**src/rtl/brev_pkg.sv**
```systemverilog
package brev_pkg;
  typedef enum logic [2:0] {
    AM_DIRECT  = 3'd0,
    AM_POSTDEC = 3'd1,
    AM_POSTINC = 3'd2,
    AM_PREDEC  = 3'd3,
    AM_PREINC  = 3'd4
  } amode_e;
endpackage

```
**src/rtl/brev_qual.sv**
```systemverilog
module brev_qual
  import brev_pkg::*;
#(
  parameter int SW = 4
) (
  input  logic          brev_en,
  input  logic [SW-1:0] ptr_sel,
  input  logic [2:0]    amode,
  input  logic          is_byte,
  output logic          rev_act,
  output logic          rev_pre
);
  localparam logic [SW-1:0] RSVD_SEL = {SW{1'b1}};

  logic mode_ok;
  logic sel_ok;

  always_comb begin
    sel_ok  = (ptr_sel != RSVD_SEL);
    mode_ok = (amode == AM_POSTINC) || (amode == AM_PREINC);
    rev_act = brev_en && sel_ok && mode_ok && !is_byte;
    rev_pre = (amode == AM_PREINC);
  end
endmodule

```
**src/rtl/brev_calc.sv**
```systemverilog
module brev_calc
  import brev_pkg::*;
#(
  parameter int AW = 16,
  parameter int MW = 15
) (
  input  logic [AW-1:0] ptr_in,
  input  logic [MW-1:0] pivot,
  input  logic [2:0]    amode,
  input  logic          is_byte,
  input  logic          rev_act,
  input  logic          rev_pre,
  output logic [AW-2:0] rc_sum,
  output logic [AW-1:0] ea,
  output logic [AW-1:0] nptr,
  output logic          wb
);
  localparam int IW = AW - 1;

  function automatic logic [IW-1:0] mirror(input logic [IW-1:0] v);
    logic [IW-1:0] r;
    for (int i = 0; i < IW; i++) r[i] = v[IW-1-i];
    return r;
  endfunction

  function automatic logic [IW-1:0] rc_add(input logic [IW-1:0] a, input logic [IW-1:0] b);
    return mirror(mirror(a) + mirror(b));
  endfunction

  logic [IW-1:0] piv_ext;
  logic [AW-1:0] step;
  logic [AW-1:0] up;
  logic [AW-1:0] dn;
  logic [AW-1:0] rev_addr;

  always_comb begin
    piv_ext = '0;
    piv_ext[MW-1:0] = pivot;
    rc_sum   = rc_add(ptr_in[AW-1:1], piv_ext);
    rev_addr = {rc_sum, 1'b0};
    step     = is_byte ? AW'(1) : AW'(2);
    up       = ptr_in + step;
    dn       = ptr_in - step;
    ea   = ptr_in;
    nptr = ptr_in;
    wb   = 1'b0;
    if (rev_act) begin
      nptr = rev_addr;
      ea   = rev_pre ? rev_addr : {ptr_in[AW-1:1], 1'b0};
      wb   = 1'b1;
    end else begin
      case (amode)
        AM_POSTDEC: begin nptr = dn; wb = 1'b1; end
        AM_POSTINC: begin nptr = up; wb = 1'b1; end
        AM_PREDEC:  begin nptr = dn; ea = dn; wb = 1'b1; end
        AM_PREINC:  begin nptr = up; ea = up; wb = 1'b1; end
        default:    begin nptr = ptr_in; ea = ptr_in; wb = 1'b0; end
      endcase
    end
  end
endmodule

```
**src/rtl/brev_wagen.sv**
```systemverilog
module brev_wagen #(
  parameter int AW = 16,
  parameter int MW = 15,
  parameter int SW = 4
) (
  input  logic          clk,
  input  logic          rst_n,
  input  logic          req_vld,
  input  logic [AW-1:0] ptr_in,
  input  logic [MW-1:0] pivot,
  input  logic          brev_en,
  input  logic [SW-1:0] ptr_sel,
  input  logic [2:0]    amode,
  input  logic          is_byte,
  input  logic          modulo_en,
  output logic          out_vld,
  output logic [AW-1:0] out_ea,
  output logic [AW-1:0] out_ptr,
  output logic          out_wb,
  output logic          out_brev,
  output logic          out_modulo
);
  logic          rev_act;
  logic          rev_pre;
  logic [AW-2:0] rc_sum;
  logic [AW-1:0] ea_d;
  logic [AW-1:0] nptr_d;
  logic          wb_d;

  brev_qual #(.SW(SW)) u_qual (
    .brev_en(brev_en), .ptr_sel(ptr_sel), .amode(amode), .is_byte(is_byte),
    .rev_act(rev_act), .rev_pre(rev_pre)
  );

  brev_calc #(.AW(AW), .MW(MW)) u_calc (
    .ptr_in(ptr_in), .pivot(pivot), .amode(amode), .is_byte(is_byte),
    .rev_act(rev_act), .rev_pre(rev_pre), .rc_sum(rc_sum),
    .ea(ea_d), .nptr(nptr_d), .wb(wb_d)
  );

  always_ff @(posedge clk or negedge rst_n) begin
    if (!rst_n) begin
      out_vld    <= 1'b0;
      out_ea     <= '0;
      out_ptr    <= '0;
      out_wb     <= 1'b0;
      out_brev   <= 1'b0;
      out_modulo <= 1'b0;
    end else begin
      out_vld    <= req_vld;
      out_ea     <= ea_d;
      out_ptr    <= nptr_d;
      out_wb     <= wb_d;
      out_brev   <= rev_act;
      out_modulo <= modulo_en && !rev_act;
    end
  end
endmodule

```
**config.mk**
```make
export PLATFORM = sky130hd
export DESIGN_NAME = brev_wagen
export DESIGN_NICKNAME = d
export VERILOG_FILES = /design/src/rtl/brev_pkg.sv /design/src/rtl/brev_qual.sv /design/src/rtl/brev_calc.sv /design/src/rtl/brev_wagen.sv
export SDC_FILE = /design/constraint.sdc
export NUM_CORES = 1
export LEC_CHECK = 0
export ABC_AREA = 1
export BUFFER_PORTS_ARGS = -buffer_cell sky130_fd_sc_hd__buf_2
export CAP_MARGIN = 10
export CORE_UTILIZATION = 55
export CTS_CLUSTER_SIZE = 25
export DETAILED_ROUTE_END_ITERATION = 10
export PLACE_DENSITY = 0.87
export SETUP_SLACK_MARGIN = 0.5
export SYNTH_ARGS = -nofsm -noshare
export SYNTH_HDL_FRONTEND = slang
export SYNTH_SLANG_ARGS = --single-unit
```
**constraint.sdc**
```tcl
create_clock -name clk -period 0.8 [get_ports clk]
set_input_delay 0.04 -clock clk [delete_from_list [all_inputs] [get_ports clk]]
set_output_delay 0.04 -clock clk [all_outputs]
set_load 0.05 [all_outputs]
```
==> impl_metrics.toml, run 1 <==
[clock_tree]
h-tree-depth = 2
cts-root-buf = "clkbuf_8"
cts_buffers = 5
cts_buffer_depth = 2
cts_sinks = 36

[placed_design]
place_congestion = 1.03
io_buffers = 79
dp_hpwl_um = 11300
pre_cts_slack_ns = -0.970

[synthesis]
syn_nets = 728
netlist-cell-type-count = 34
synth_ff_type = "dfrtp_1"
synth_largest_area_cell = "dfrtp_1"
syn_avg_cell_area_um2 = 5.96
synth.top_cell.area_share_pct = 22.8
synthCells = 662
yosysSeqAreaShare_pct = 22.8
async_flop_share_pct = 100
synth-seq-cells = 36
synth_area_um2 = 3950
synth_edf_count = 0
yosys_warnings = 0
synth_area_leaders = "dfrtp_1 (23%), nand2_1 (22%), nand3_1 (12%)"

[outcome]
failing_step = "5_1_grt"
status = "stopped before the end"
first-error = "[ERROR DPL-0038] Utilization greater than 100%, impossible to legalize"

[timing]
crit_endpoint = "out_ptr[8]$_DFF_PN0_/D"
endpoint_type = "sequential cell input"

[die]
ios = 80
die_y_um = 86.7
die_w_um = 86.7
start_util_pct = 57.5
num_rows = 30

[grt]
grt_max_degree = 37
-- per-stage QoR --
step	cells	hold slack, ns	instance area, um^2
2_1_floorplan	662	-0.256	4330
3_3_place_gp	901	0.0156	5410
3_5_place_dp	901	0.0266	5410
4_1_cts	925	-0.300	6420
-- kinds of logic after synthesis --
family,share of synthesized area (%)
flip-flops,22.8
adder cells (fa/ha/maj),7.54
XOR/XNOR,2.88
buffers and inverters,12.8
AO/OA/AOI/OAI,9.16
AND/OR/NAND/NOR,44.8
-- repair_timing --
action | 4_1_cts
pin swaps | 72
hold endpoints to repair | 37
gates resized for setup | 204
endpoints found under the setup margin | 71
buffers inserted | 13
gates cloned | 3
-- cell usage after synthesis, types with 2 or more instances --
cell type / n
inv_1: 91
nand3b_1: 3
o21ai_1: 5
ha_1: 19
xor2_1: 9
a21oi_1: 26
nand2_2: 2
buf_4: 5
clkbuf_1: 5
and2_1: 2
nor2_1: 60
nand3_1: 98
a21oi_2: 7
buf_2: 12
or2_2: 3
nand4_1: 9
o21ai_0: 10
buf_6: 3
nand2_1: 227
o22ai_1: 2
dfrtp_1: 36
o211ai_1: 9
nor2_4: 2
fa_1: 3
xnor2_1: 4
inv_2: 2
==> run 2, diff against run 1 <==
Settings changed: CORE_UTILIZATION 55 to 40, CTS_CLUSTER_SIZE 25 to unset, PLACE_DENSITY 0.87 to unset, PLACE_DENSITY_LB_ADDON set to 0.15, SETUP_SLACK_MARGIN 0.5 to unset.
==> run 2 against run 1 <==
Net effect:
- the flow now finishes, with violations (negative setup slack)
- synthesized cell count did not move
- synthesized area is the same
==> impl_metrics.toml, run 2 <==
[setup_path]
crit_top_cell = "nand3_1"
required_ns = 0.99
max_stage_delay_ns = 0.38
critPathMaxFanout = 5
crit_path_end = "out_ptr[12]"
end_kind = "flop"
crit_type = "primary input to flop"
crit_chain = "buf_12 -> inv_16 -> ha_4 -> inv_2 -> fa_2 -> inv_2 -> nand2_4 -> nor2_4 -> nand3_1 -> nand3_1 -> nand3_1 -> nand2_1 -> inv_1"
crit_start = "ptr_in[0]"
startpoint_type = "primary input"
slowest_stage = "fa_2"
worstPathArrival_ns = 1.48

[synthesis]
synth.most_common_cell = "nand2_1"
synth_area_leaders = "dfrtp_1 (23%), nand2_1 (22%), nand3_1 (12%)"
async_flop_share_pct = 100
synth.top_cell.area_share_pct = 22.8
synth_ff_type = "dfrtp_1"
synthCells = 662
yosys_warnings = 0
syn_avg_cell_area_um2 = 5.96
synth-seq-cells = 36
syn_nets = 728
synth_commonest_cells = "nand2_1 (227), nand3_1 (98), inv_1 (91)"
synth_area_um2 = 3950
synth_edf_count = 0
synth_largest_area_cell = "dfrtp_1"
yosysSeqAreaShare_pct = 22.8
netlist-cell-type-count = 34

[power]
p_total_mw = 8.35
power_density_nw_per_um2 = 1220
peakVddDrop_uv = 895
static-leakage-power_nw = 3.36

[grt]
grt.overflow.total = 0
track_usage_pct = 29.5
grt_pass1_wl_um = 23200
grt_pass1_vias = 4817
grt_max_degree = 37
antenna_found_initial = 0

[timing]
rsz0062_at_grt = "yes"
finalWorstSetupSlack_ns = -0.483
hold_viol = 0
period_needed_ns = 1.28
drv_slew = 0
setup_viol = 70
fmax_ghz = 0.780
worstMarginPinSlew_ns = 0.355
max_slew_margin_pct = 76.3
finalCritPeriodShare_pct = 160

[drt]
dr_wl_met2_um = 7180
routed_via_density = 5.21
drt_iter0_drc = 289
firstDrtPassIters = 5
top_layer_used = "met4"
post-route-drc-count = 0
wl_um = 15100
wl_met3_um = 828
via_count = 5032
wl_met1_um = 6490
ant_nets = 0
routedWlPerCell_um = 15.6

[placed_design]
pre_cts_slack_ns = -0.913
io_buffers = 79
dp_hpwl_um = 10600
place_congestion = 0.935

[die]
ios = 80
num_rows = 35
core_um2 = 9420
start_util_pct = 41.9
die_w_um = 101
die_y_um = 101
die-area_um2 = 10300

[clock_tree]
clk_pin_slew_ns = 0.08
cts_sinks = 36
h-tree-depth = 2
cts_buffer_depth = 2
cts_buffers = 5
cts-root-buf = "clkbuf_8"
tritoncts = "built"

[finish]
area_delta_synth_final_pct = 73.0
num_antenna_cells = 0
drive_gt1_share_pct = 46.7
top_regs = "out_ea x16, out_ptr x16"
mostFrequentLayoutCells = "nand2_1 (173), buf_4 (80), inv_1 (77)"
layout_commonest_cell = "nand2_1"
fillCellCount = 762
layout.nets = 902

[min_path]
min_from = "ptr_in[1]"
hold_path_class = "primary input to flop"

[run]
drv_cap = 0

[outcome]
status = "finished, violations left"
violations = "negative setup slack"
run 2: cell counts after synthesis:
Identical to the previous run, type by type.
run 2: how the worst min path moves through the flow:
stage                 endpoint  slack, ns  depth (start not counted)
floorplan             out_brev      -0.26                          0
global placement      out_brev       0.02                          2
detailed placement    out_brev       0.02                          2
CTS                 out_ptr[1]       0.09                          3
global route        out_ptr[1]       0.11                          3
finish              out_ptr[1]        0.1                          3
run 2: critical path: cells and delay by family:
family / cells / cell delay, ns
AND/OR/NAND/NOR: 6 / 0.61
adder cells (fa/ha/maj): 2 / 0.49
buffers and inverters: 5 / 0.31
run 2: layout make-up:
class	count	area (um^2)	area share, %
repair buffers	192	1760	25.8
flip-flops and latches	36	901	13.2
well taps	129	161	2.36
clock buffers	6	72.6	1.06
clock inverters	2	35.0	0.513
inverters	94	392	5.73
multi-input cells	507	3510	51.4
run 2: repair_timing:
action / 4_1_cts / 5_1_grt
hold endpoints to repair: 38 / 0
hold buffers: 3 / 0
cloned: 2 / 1
resized for setup: 193 / 89
buffers inserted: 13 / 3
setup endpoints to repair: 70 / 70
pin swaps: 72 / 74
run 2: metal layers:
layer,up-vias,track usage (%)
met5,-,0
met4,0,11.3
met3,42,4.42
met2,185,50.4
met1,2362,37.5
li1,2443,-
run 2: power by group:
group / switching (mW) / internal, mW / leakage (nW) / total (mW)
registers: 0.106 / 2.03 / 0.429 / 2.13
clock network: 0.737 / 0.926 / 0.0552 / 1.66
logic: 2.70 / 1.86 / 2.88 / 4.56
run 2: logic make-up (layout without fill, tap and decap cells):
kind of cell | count (synthesis) | in the layout | synth area share (%)
fa+ha+maj | 22 | 22 | 7.54
buf+inv | 119 | 294 | 12.8
xor+xnor | 13 | 13 | 2.88
compound gates | 61 | 61 | 9.16
flops | 36 | 36 | 22.8
simple gates | 411 | 411 | 44.8
run 2: stage by stage:
step	instance area [um^2]	utilization (%)	hold slack (ns)	setup TNS [ns]	instances
after floorplan	4290	-	-0.256	-12.44	662
after global placement	5450	57.8	0.0205	-25.87	938
after detailed placement	5450	57.8	0.0230	-26.93	938
after CTS	6490	69.0	0.0859	-14.55	964
after global routing	6830	72.5	0.110	-18.23	966
final	6830	72.5	0.0970	-15.38	966
(Power assumes the default switching activity.)
